### src/rtl/evt_timer_pkg.sv
package evt_timer_pkg;
  localparam int AW = 12;
  localparam int DW = 32;
  localparam int RW = 5;

  localparam logic [AW-1:0] OFF_CAP    = 12'h000;
  localparam logic [AW-1:0] OFF_PERIOD = 12'h004;
  localparam logic [AW-1:0] OFF_GCFG   = 12'h010;
  localparam logic [AW-1:0] OFF_STAT   = 12'h020;
  localparam logic [AW-1:0] OFF_CNT_LO = 12'h0F0;
  localparam logic [AW-1:0] OFF_CNT_HI = 12'h0F4;
  localparam logic [AW-1:0] CH_BASE    = 12'h100;
  localparam logic [AW-1:0] CH_STRIDE  = 12'h020;
  localparam logic [AW-1:0] CH_CFG     = 12'h000;
  localparam logic [AW-1:0] CH_RCAP    = 12'h004;
  localparam logic [AW-1:0] CH_CMP     = 12'h008;

  // channel control word bit positions
  localparam int B_LEVEL  = 1;
  localparam int B_IE     = 2;
  localparam int B_PER    = 3;
  localparam int B_PERCAP = 4;
  localparam int B_VSET   = 6;
  localparam int B_F32    = 8;
  localparam int B_ROUTE  = 9;

  typedef struct packed {
    logic          level;
    logic          ie;
    logic          per;
    logic          vset;
    logic          f32;
    logic [RW-1:0] route;
  } chan_cfg_t;

  function automatic logic [AW-1:0] ch_addr(int n, logic [AW-1:0] off);
    return CH_BASE + AW'(n) * CH_STRIDE + off;
  endfunction
endpackage

### src/rtl/evt_timer_counter.sv
module evt_timer_counter #(
  parameter int CNT_W = 64
) (
  input  logic             clk_i,
  input  logic             rst_ni,
  input  logic             en_i,
  output logic [CNT_W-1:0] cnt_o
);
  logic [CNT_W-1:0] cnt_q;

  always_ff @(posedge clk_i or negedge rst_ni) begin
    if (!rst_ni)   cnt_q <= '0;
    else if (en_i) cnt_q <= cnt_q + CNT_W'(1);
  end

  assign cnt_o = cnt_q;

  p_count_up_r2: assert property (@(posedge clk_i) disable iff (!rst_ni)
    en_i |=> cnt_q == $past(cnt_q + CNT_W'(1)));
  p_hold_off_r2: assert property (@(posedge clk_i) disable iff (!rst_ni)
    !en_i |=> cnt_q == $past(cnt_q));
endmodule

### src/rtl/evt_timer_chan.sv
module evt_timer_chan
  import evt_timer_pkg::*;
#(
  parameter bit          PER_CAP   = 1'b1,
  parameter logic [31:0] ROUTE_CAP = 32'h1,
  parameter int          NLINES    = 8
) (
  input  logic          clk_i,
  input  logic          rst_ni,
  input  logic          tick_i,
  input  logic [31:0]   nxt_lo_i,
  input  logic          cfg_we_i,
  input  logic          cmp_we_i,
  input  logic [DW-1:0] wdata_i,
  input  logic          stat_clr_i,
  output logic [DW-1:0] cfg_o,
  output logic [31:0]   cmp_o,
  output logic          stat_o,
  output logic          irq_o,
  output logic [RW-1:0] route_o,
  output logic          route_ok_o
);
  localparam logic [RW:0] NL = (RW+1)'(NLINES);

  chan_cfg_t   cfg_q;
  logic [31:0] cmp_q, intv_q;
  logic        phase_q, stat_q, pulse_q, match;
  logic [RW-1:0] wr_route;
  logic        wr_route_ok;

  function automatic logic route_legal(logic [RW-1:0] r);
    return ({1'b0, r} < NL) && ROUTE_CAP[r];
  endfunction

  assign wr_route    = wdata_i[B_ROUTE +: RW];
  assign wr_route_ok = route_legal(wr_route);
  assign match       = tick_i && (nxt_lo_i == cmp_q);

  always_ff @(posedge clk_i or negedge rst_ni) begin
    if (!rst_ni) begin
      cfg_q   <= '0;
      phase_q <= 1'b0;
    end else if (cfg_we_i) begin
      cfg_q.level <= wdata_i[B_LEVEL];
      cfg_q.ie    <= wdata_i[B_IE];
      cfg_q.per   <= PER_CAP & wdata_i[B_PER];
      cfg_q.vset  <= PER_CAP & wdata_i[B_VSET];
      cfg_q.f32   <= wdata_i[B_F32];
      if (wr_route_ok) cfg_q.route <= wr_route;
      phase_q <= 1'b0;
    end else if (cmp_we_i && cfg_q.per && cfg_q.vset) begin
      phase_q <= !phase_q;
      if (phase_q) cfg_q.vset <= 1'b0;
    end
  end

  always_ff @(posedge clk_i or negedge rst_ni) begin
    if (!rst_ni) begin
      cmp_q  <= '1;
      intv_q <= '0;
    end else if (cmp_we_i) begin
      if (cfg_q.per && cfg_q.vset && phase_q) intv_q <= wdata_i;
      else                                    cmp_q  <= wdata_i;
    end else if (match && cfg_q.per) begin
      cmp_q <= cmp_q + intv_q;
    end
  end

  always_ff @(posedge clk_i or negedge rst_ni) begin
    if (!rst_ni) begin
      stat_q  <= 1'b0;
      pulse_q <= 1'b0;
    end else begin
      pulse_q <= match;
      if (match)           stat_q <= 1'b1;
      else if (stat_clr_i) stat_q <= 1'b0;
    end
  end

  always_comb begin
    cfg_o                   = '0;
    cfg_o[B_LEVEL]          = cfg_q.level;
    cfg_o[B_IE]             = cfg_q.ie;
    cfg_o[B_PER]            = cfg_q.per;
    cfg_o[B_PERCAP]         = PER_CAP;
    cfg_o[B_VSET]           = cfg_q.vset;
    cfg_o[B_F32]            = cfg_q.f32;
    cfg_o[B_ROUTE +: RW]    = cfg_q.route;
  end

  assign cmp_o      = cmp_q;
  assign stat_o     = stat_q;
  assign irq_o      = cfg_q.ie && (cfg_q.level ? stat_q : pulse_q);
  assign route_o    = cfg_q.route;
  assign route_ok_o = route_legal(cfg_q.route);

  p_stat_set_r3: assert property (@(posedge clk_i) disable iff (!rst_ni)
    match |=> stat_o);
  p_oneshot_keep_r4: assert property (@(posedge clk_i) disable iff (!rst_ni)
    (match && !cfg_q.per && !cmp_we_i) |=> cmp_o == $past(cmp_o));
  p_reload_r5: assert property (@(posedge clk_i) disable iff (!rst_ni)
    (match && cfg_q.per && !cmp_we_i) |=> cmp_o == $past(cmp_q + intv_q));
  p_clear_r8: assert property (@(posedge clk_i) disable iff (!rst_ni)
    (stat_clr_i && !match) |=> !stat_o);
  p_irq_gate_r9: assert property (@(posedge clk_i) disable iff (!rst_ni)
    !cfg_o[B_IE] |-> !irq_o);
endmodule

### src/rtl/evt_timer_route.sv
module evt_timer_route
  import evt_timer_pkg::*;
#(
  parameter int NCH    = 3,
  parameter int NLINES = 8
) (
  input  logic [NCH-1:0]         irq_i,
  input  logic [NCH-1:0][RW-1:0] route_i,
  input  logic [NCH-1:0]         ok_i,
  output logic [NLINES-1:0]      line_o
);
  always_comb begin
    line_o = '0;
    for (int r = 0; r < NLINES; r++)
      for (int n = 0; n < NCH; n++)
        if (irq_i[n] && ok_i[n] && route_i[n] == RW'(r)) line_o[r] = 1'b1;
  end
endmodule

### src/rtl/evt_timer.sv
module evt_timer
  import evt_timer_pkg::*;
#(
  parameter int                    NCH       = 3,
  parameter int                    NLINES    = 8,
  parameter int                    CNT_W     = 64,
  parameter logic [31:0]           PERIOD_FS = 32'd10_000_000,
  parameter logic [15:0]           VENDOR    = 16'h1D0F,
  parameter logic [7:0]            REV       = 8'h02,
  parameter logic [NCH-1:0]        PER_CAP   = 3'b011,
  parameter logic [NCH-1:0][31:0]  ROUTE_CAP = {32'h0000_0081, 32'h0000_00F1, 32'h0000_000F}
) (
  input  logic              clk_i,
  input  logic              rst_ni,
  input  logic              req_i,
  input  logic              we_i,
  input  logic [AW-1:0]     addr_i,
  input  logic [DW-1:0]     wdata_i,
  output logic [DW-1:0]     rdata_o,
  output logic [NLINES-1:0] irq_o
);
  localparam logic [DW-1:0] CAP_WORD = {VENDOR, 1'b0, 1'b0, 1'(CNT_W > 32), 5'(NCH-1), REV};

  logic             wr, en_q;
  logic [CNT_W-1:0] cnt;
  logic [63:0]      cnt64;
  logic [NCH-1:0]   stat, ch_irq, route_ok;
  logic [NCH-1:0][RW-1:0] route;
  logic [NCH-1:0][DW-1:0] cfg_rd;
  logic [NCH-1:0][31:0]   cmp_rd;

  assign wr    = req_i && we_i;
  assign cnt64 = 64'(cnt);

  always_ff @(posedge clk_i or negedge rst_ni) begin
    if (!rst_ni)                         en_q <= 1'b0;
    else if (wr && addr_i == OFF_GCFG)   en_q <= wdata_i[0];
  end

  evt_timer_counter #(.CNT_W(CNT_W)) u_cnt (
    .clk_i (clk_i),
    .rst_ni(rst_ni),
    .en_i  (en_q),
    .cnt_o (cnt)
  );

  for (genvar n = 0; n < NCH; n++) begin : g_ch
    evt_timer_chan #(
      .PER_CAP  (PER_CAP[n]),
      .ROUTE_CAP(ROUTE_CAP[n]),
      .NLINES   (NLINES)
    ) u_ch (
      .clk_i     (clk_i),
      .rst_ni    (rst_ni),
      .tick_i    (en_q),
      .nxt_lo_i  (cnt[31:0] + 32'd1),
      .cfg_we_i  (wr && addr_i == ch_addr(n, CH_CFG)),
      .cmp_we_i  (wr && addr_i == ch_addr(n, CH_CMP)),
      .wdata_i   (wdata_i),
      .stat_clr_i(wr && addr_i == OFF_STAT && wdata_i[n]),
      .cfg_o     (cfg_rd[n]),
      .cmp_o     (cmp_rd[n]),
      .stat_o    (stat[n]),
      .irq_o     (ch_irq[n]),
      .route_o   (route[n]),
      .route_ok_o(route_ok[n])
    );
  end

  evt_timer_route #(.NCH(NCH), .NLINES(NLINES)) u_route (
    .irq_i  (ch_irq),
    .route_i(route),
    .ok_i   (route_ok),
    .line_o (irq_o)
  );

  always_comb begin
    rdata_o = '0;
    case (addr_i)
      OFF_CAP:    rdata_o = CAP_WORD;
      OFF_PERIOD: rdata_o = PERIOD_FS;
      OFF_GCFG:   rdata_o = {31'b0, en_q};
      OFF_STAT:   rdata_o = DW'(stat);
      OFF_CNT_LO: rdata_o = cnt64[31:0];
      OFF_CNT_HI: rdata_o = cnt64[63:32];
      default: begin
        for (int n = 0; n < NCH; n++) begin
          if (addr_i == ch_addr(n, CH_CFG))  rdata_o = cfg_rd[n];
          if (addr_i == ch_addr(n, CH_RCAP)) rdata_o = ROUTE_CAP[n];
          if (addr_i == ch_addr(n, CH_CMP))  rdata_o = cmp_rd[n];
        end
      end
    endcase
  end
endmodule

### config.mk
export PLATFORM = sky130hd
export DESIGN_NAME = evt_timer
export DESIGN_NICKNAME = d
export VERILOG_FILES = /design/src/rtl/evt_timer_pkg.sv /design/src/rtl/evt_timer_counter.sv /design/src/rtl/evt_timer_chan.sv /design/src/rtl/evt_timer_route.sv /design/src/rtl/evt_timer.sv
export SDC_FILE = /design/constraint.sdc
export NUM_CORES = 1
export LEC_CHECK = 0
export BUFFER_PORTS_ARGS = -buffer_cell sky130_fd_sc_hd__buf_4
export CAP_MARGIN = 25
export CORE_MARGIN = 1
export CORE_UTILIZATION = 40
export CTS_CLUSTER_SIZE = 30
export DETAILED_ROUTE_END_ITERATION = 7
export HOLD_SLACK_MARGIN = 0.06
export PLACE_DENSITY = 0.59
export SLEW_MARGIN = 20
export SYNTH_ARGS = -nofsm -noshare
export SYNTH_HDL_FRONTEND = slang
export SYNTH_HIERARCHICAL = 1
export SYNTH_SLANG_ARGS = --single-unit
### constraint.sdc
create_clock -name clk_i -period 4.2 [get_ports clk_i]
set_clock_uncertainty 0.15 [all_clocks]
set_input_delay 0.21 -clock clk_i [delete_from_list [all_inputs] [get_ports clk_i]]
set_output_delay 0.21 -clock clk_i [all_outputs]
set_load 0.02 [all_outputs]
==> results of run 1 <==
[power by group]
part           internal [mW]  switching, mW
Clock                   1.68           1.11
Combinational         0.0929          0.214
Sequential              2.53        0.00861
[worst max-delay path by stage]
stage,from,endpoint,slack (ns),cells after the start
after floorplan,u_cnt/cnt_o[2]$_DFFE_PN0P_,g_ch[1].u_ch/cmp_o[2]$_DFFE_PN1P_,0.13,13
after global placement,u_cnt/cnt_o[6]$_DFFE_PN0P_,g_ch[1].u_ch/cmp_o[30]$_DFFE_PN1P_,-0.01,15
after detailed placement,u_cnt/cnt_o[6]$_DFFE_PN0P_,g_ch[1].u_ch/cmp_o[10]$_DFFE_PN1P_,-0.04,15
after CTS,u_cnt/cnt_o[6]$_DFFE_PN0P_,g_ch[1].u_ch/cmp_o[30]$_DFFE_PN1P_,0.01,15
after global routing,u_cnt/cnt_o[6]$_DFFE_PN0P_,g_ch[1].u_ch/cmp_o[30]$_DFFE_PN1P_,-0.01,16
final,u_cnt/cnt_o[6]$_DFFE_PN0P_,g_ch[1].u_ch/cmp_o[19]$_DFFE_PN1P_,0.03,16
[metrics by stage]
stage / power, mW / util [%]
2_1_floorplan: 2.71 / -
3_3_place_gp: 2.85 / 44.0
3_5_place_dp: 2.85 / 44.0
4_1_cts: 5.69 / 46.9
5_1_grt: 5.83 / 47.4
6_report: 5.64 / 47.4
[routing by layer]
metal,vias to the layer above,track usage [%],part of all wire [%]
li1,8398,-,-
met1,9156,41.0,43
met2,813,49.8,46
met3,147,4.27,7.4
met4,0,11.2,3.9
met5,-,0,0
[synth_stat cells, drive strengths merged (10+ instances only)]
master / instances
a211o: 12
a211oi: 18
a21o: 52
a21oi: 176
a221oi: 17
a22oi: 22
a31oi: 29
and2: 15
and3: 20
and4: 13
buf: 128
clkbuf: 63
dfrtp: 165
dfstp: 96
ha: 64
inv: 32
mux2: 90
mux2i: 22
nand2: 247
nand3: 89
nand4: 43
nor2: 169
nor2b: 30
nor3: 56
nor3b: 10
nor4: 40
o211ai: 32
o21a: 15
o21ai: 65
o22ai: 11
o2bb2ai: 10
o31ai: 10
xnor2: 88
xor2: 150
[cell families after synthesis]
| logic type | share of synthesized area, % |
|---|---|
| other | 0.0937 |
| flip-flops | 33.2 |
| AO/OA/AOI/OAI | 18.6 |
| multiplexers | 6.18 |
| AND/OR/NAND/NOR | 20.7 |
| XOR/XNOR | 10.4 |
| adder cells (fa/ha/maj) | 4.20 |
| buffers and inverters | 6.63 |
[critical path: cells and delay by family (launching register included)]
family	cells	cell delay [ns]
compound gates	2	0.50
flops	1	0.35
buf+inv	5	0.68
xor+xnor	2	0.35
simple gates	7	2.04
[timing repair]
action                     CTS  global route
hold endpoints to repair   290             0
pin swaps                    0            13
gates resized for setup      3            20
setup endpoints to repair   13            23
cloned                       0             2
buffers inserted             0            12
hold buffers                35             0
[flip-flops by register name (all words and copies together) (netlist names)]
name and flops:
en_q 1, g_ch.u_ch/cfg_o 13, g_ch.u_ch/cmp_o 96, g_ch.u_ch/intv_q 64, g_ch.u_ch/phase_q 2, g_ch.u_ch/pulse_q 3, g_ch.u_ch/route_o 15, g_ch.u_ch/stat_o 3
u_cnt/cnt_o 64
[layout make-up]
cell class / instances / area, sq um / share of cell area [%]
Multi-Input combinational cell: 1826 / 12500 / 53.5
Sequential cell: 261 / 6650 / 28.5
Timing Repair Buffer: 261 / 2190 / 9.41
Clock buffer: 44 / 875 / 3.75
Tap cell: 664 / 831 / 3.56
Clock inverter: 13 / 168 / 0.719
Inverter: 34 / 128 / 0.547
Antenna cell: 1 / 2.50 / 0.0107
==> run metrics, run 1 <==
Worst Path Max Fanout=7; worst-case reg-to-reg path depth=16; required time of the critical path=4.55 ns; dpl ws=-0.0439 ns; Detail Placement HPWL=60.4 mm; num ports=88; share of cells above drive strength 1=23.0%; # fillers=4,793; Die Span X=226 microns; number of nets with antenna violations after routing=0; Final min period=4.17 ns; Synth area leaders=dfrtp_1 (21%), dfstp_2 (13%), xor2_1 (6.6%); first-pass GRT wire length=116 mm; Gate Count Post-Synth=2,249; cell taking the most area after synthesis=dfrtp_1; asr flop ratio synth=100%; fmax=0.240 GHz; num rows=81; initial antenna violation count=2; Syn Area/Cell=8.90 sq um; crit end category=flop; Die Y=226 microns; GRT Residual Overflow=0; clk slew on worst S/H paths=0.06 ns; number of global-route vias before repair=17.9k; Max Slew Vio Count=0; Num CTS Buffers=31; Synth cell types=111; yosys warns=6; CTS tree=done; Relative slew margins=33.0%; Peak VDD IR=0.283 mV; Global Route Usage Sum=30.5%; register area share after synthesis=33.2%; CTS H-tree lvls=1; period utilization=99.4%; Clock Path Buffers=3; largest net degree at the start of global routing=106; number of flops mapped to enable cells by yosys=0; drt first-iter violations=1,952; Area after DPL=21,600 sq um; Syn-to-layout area delta=16.4%; final setup violating endpoints=0; Nets=2,529; dpl cells=2,997; Worst Setup Slack, final=0.0266 ns; Pre-antenna DRT Iters=7; most frequent cells in the layout=nand2_1 (244), buf_4 (214), dfrtp_1 (165); commonest non-fill, non-tap cell in the layout=nand2_1; Worst EP arrival=4.52 ns; reg2reg setup slack=0.03 ns; Crit Reg-Reg Endpoint=g_ch[1].u_ch/cmp_o[19]$_DFFE_PN1P_; die footprint=51,000 sq um; critical path's slowest cell=or4b_4; clock latency on the worst-skew pair=0.59 ns; Vias=18.5k; WL final=78.3 mm; cell area after layout=23,300 sq um; RR Startpoint=u_cnt/cnt_o[6]$_DFFE_PN0P_; Hold Path Class=in -> async; CP Launch Type=flop; DRC=0; core area=49,200 sq um; vias per cell=5.96; final setup TNS=0 ns; Worst-Margin Slew=0.979 ns; crit path kind=reg -> reg; port bufs=87; max_cap viols=0; Hold WS=0.146 ns; Wirelength per Cell=25.2 microns; ys flop type=dfrtp_1; status=finished, final reports clean; Cell Area, Synth=20,000 sq um; clock sink count=261; Final Hold Fails=0; Power Density=242 nW/um^2; slowest stage delay, CP=0.56 ns; LEAKAGE=11.0 nW; root buf cell=clkbuf_16; Starting Density=40.7%; gpl congestion=1.03; area share of the largest cell type after synthesis=20.6%; synthesis-stage register bit count=261; Post-Layout Cell Count=3,104; crit-path cells=and4_4 > and4_4 > buf_4 > nand3_2 > buf_6 > xnor2_2 > xor2_1 > nor4_1 > or4b_4 > or4b_4 > o21ai_4 > buf_12 > clkbuf_16 > buf_4 > nor2b_1 > a311o_1
(Power assumes the default switching activity.)
==> inputs of run 2 (changes only) <==
--- a/config.mk
+++ b/config.mk
@@ -5,6 +5,7 @@
 export SDC_FILE = /design/constraint.sdc
 export NUM_CORES = 1
 export LEC_CHECK = 0
+export ABC_AREA = 1
 export BUFFER_PORTS_ARGS = -buffer_cell sky130_fd_sc_hd__buf_4
 export CAP_MARGIN = 25
 export CORE_MARGIN = 1
@@ -13,6 +14,7 @@
 export DETAILED_ROUTE_END_ITERATION = 7
 export HOLD_SLACK_MARGIN = 0.06
 export PLACE_DENSITY = 0.59
+export SKIP_LAST_GASP = 1
 export SLEW_MARGIN = 20
 export SYNTH_ARGS = -nofsm -noshare
 export SYNTH_HDL_FRONTEND = slang
==> run 2 against run 1 <==
The run now ends with DRC left. Via count is 35% higher. Worst setup slack better by 0.32 ns. Synthesized area is 20% higher. Count of clock-buffer cells in the layout is 3 higher. First-iteration DRC count is 40% higher. Core utilization is 1.8 points lower. Die area is 20% higher. Total power is 26% higher. Sequential share of layout area is 3.9 points lower. Register-to-register slack better by 0.32 ns. Largest cell class unchanged. Largest power group unchanged.
==> run metrics, run 2 <==
RSZ-0062 raised after global routing=false; clock sink count=261; Final min period=3.85 ns; cell area after layout=27,000 sq um; # fillers=6,379; Clock Path Buffers=3; Area after DPL=25,300 sq um; crit path kind=reg -> reg; CP Launch Type=flop; max_cap viols=0; status=complete, but fails checks; number of flops mapped to enable cells by yosys=0; clock latency on the worst-skew pair=0.57 ns; Wirelength per Cell=21.0 microns; Hold WS=0.0919 ns; clk slew on worst S/H paths=0.06 ns; Pre-antenna DRT Iters=8; most frequent cells in the layout=nand2_1 (1,392), inv_1 (595), nor2_1 (402); LEAKAGE=14.2 nW; root buf cell=clkbuf_16; initial antenna violation count=5; CTS tree=done; RR Startpoint=u_cnt/cnt_o[1]$_DFFE_PN0P_; num rows=89; share of cells above drive strength 1=12.1%; most frequent CP cell=nand2_1; final setup TNS=0 ns; Crit Reg-Reg Endpoint=g_ch[1].u_ch/cmp_o[20]$_DFFE_PN1P_; Synth area leaders=nand2_1 (22%), dfrtp_1 (17%), dfstp_2 (11%); Synth cell types=59; reg2reg setup slack=0.35 ns; Hold EP=en_q$_DFFE_PN0P_; Final Hold Fails=0; Resize count post-CTS=0; failing checks=DRC; Max Slew Vio Count=0; CTS H-tree lvls=2; drt first-iter violations=2,732; Nets=4,109; Worst-Margin Slew=0.936 ns; slowest stage delay, CP=0.48 ns; synthesis-stage register bit count=261; required time of the critical path=4.54 ns; num ports=88; period utilization=91.6%; Detail Placement HPWL=81.6 mm; commonest non-fill, non-tap cell in the layout=nand2_1; number of nets with antenna violations after routing=0; Relative slew margins=37.6%; die footprint=60,900 sq um; Largest register FFs=96; gpl congestion=0.992; Post-Layout Cell Count=4,796; Syn-to-layout area delta=12.5%; final setup violating endpoints=0; DRC=24; asr flop ratio synth=100%; dpl cells=4,695; number of global-route vias before repair=22.9k; Hold Path Class=in -> reg; Power Density=264 nW/um^2; GRT Residual Overflow=0; Syn Area/Cell=6.20 sq um; largest net degree at the start of global routing=104; port bufs=87; Gate Count Post-Synth=3,867; Tot Pwr=7.12 mW; most common cell in the netlist=nand2_1; Worst Path Max Fanout=32; core area=59,100 sq um; Cell Area, Synth=24,000 sq um; top post-synthesis cells by count=nand2_1 (1,392), inv_1 (595), nor2_1 (405); register area share after synthesis=27.7%; Peak VDD IR=0.206 mV; worst path bufs/invs=3; first-pass GRT wire length=148 mm; WL final=101 mm; ys flop type=dfrtp_1; area share of the largest cell type after synthesis=21.8%; Vias=24.9k; vias per cell=5.19; crit end category=flop; cell taking the most area after synthesis=nand2_1; Die Y=247 microns; yosys warns=6; critical path's slowest cell=dfrtp_1; Worst EP arrival=4.19 ns; Starting Density=40.5%; hold depth=5; worst-case reg-to-reg path depth=25; Crit path depth=25; fmax=0.260 GHz; Die Span X=247 microns; Num CTS Buffers=36; HP Start=addr_i[6]; family with the most delay on the worst path=simple AND/OR/NAND/NOR gates; Global Route Usage Sum=33.2%
-- run 2: through the flow --
step | setup slack, ns | utilization [%]
after floorplan | 1.11 | -
after global placement | 0.502 | 42.9
after detailed placement | 0.429 | 42.9
after CTS | 0.406 | 45.6
after global routing | 0.00179 | 45.6
final | 0.351 | 45.6
-- run 2: logic make-up (layout without fill, tap and decap cells) --
kind of cell | after synthesis | in the layout | share of synthesized area, %
simple gates | 2327 | 2327 | 41.9
buf+inv | 766 | 858 | 13.8
compound gates | 285 | 285 | 6.62
flops | 261 | 261 | 27.7
xor+xnor | 104 | 104 | 3.80
fa+ha+maj | 66 | 66 | 3.51
mux | 53 | 53 | 2.48
other cells | 5 | 69 | 0.0783
-- run 2: what timing repair did --
action                    in CTS  in global routing
hold buffers                  35                  0
hold endpoints to repair     278                  0
buffers inserted               0                  0
-- run 2: how the worst max path moves through the flow --
stage	start	end
floorplan	u_cnt/cnt_o[0]$_DFFE_PN0P_	g_ch[1].u_ch/cmp_o[9]$_DFFE_PN1P_
global placement	u_cnt/cnt_o[1]$_DFFE_PN0P_	g_ch[1].u_ch/cmp_o[29]$_DFFE_PN1P_
detailed placement	u_cnt/cnt_o[2]$_DFFE_PN0P_	g_ch[1].u_ch/cmp_o[14]$_DFFE_PN1P_
CTS	u_cnt/cnt_o[2]$_DFFE_PN0P_	g_ch[1].u_ch/cmp_o[20]$_DFFE_PN1P_
global route	u_cnt/cnt_o[2]$_DFFE_PN0P_	g_ch[1].u_ch/cmp_o[20]$_DFFE_PN1P_
finish	u_cnt/cnt_o[1]$_DFFE_PN0P_	g_ch[1].u_ch/cmp_o[20]$_DFFE_PN1P_
-- run 2: power breakdown --
part | leakage (nW) | switching (mW) | internal, mW
clock | 0.615 | 1.29 | 2.03
sequential | 3.18 | 0.0852 | 2.56
combinational | 10.4 | 0.805 | 0.347
total | 14.2 | 2.18 | 4.94
-- run 2: worst register-to-register path: cells and delay by family, from the launching register on --
kind                       cells  cell delay (ns)
and+or+nand+nor               21             2.49
DFF                            1             0.48
buffers and inverters          3             0.43
adders and majority gates      1             0.24
-- run 2: cell type report --
cell class                 instances  area (sq um)  area share [%]
timing repair buffer             183          1510            5.59
antenna                            1          2.50         0.00928
inverter                         610          2290            8.49
clock buffer                      47          1020            3.79
tap                              773           967            3.59
sequential                       261          6650            24.7
multi-input combinational       2903         14300            53.0
clock inverter                    18           244           0.905
-- run 2: per-layer routing --
layer	global-route usage [%]	wire (microns)
met1	47.6	45700
met2	47.1	40500
met3	8.24	10500
met4	12.9	4140
met5	0	50
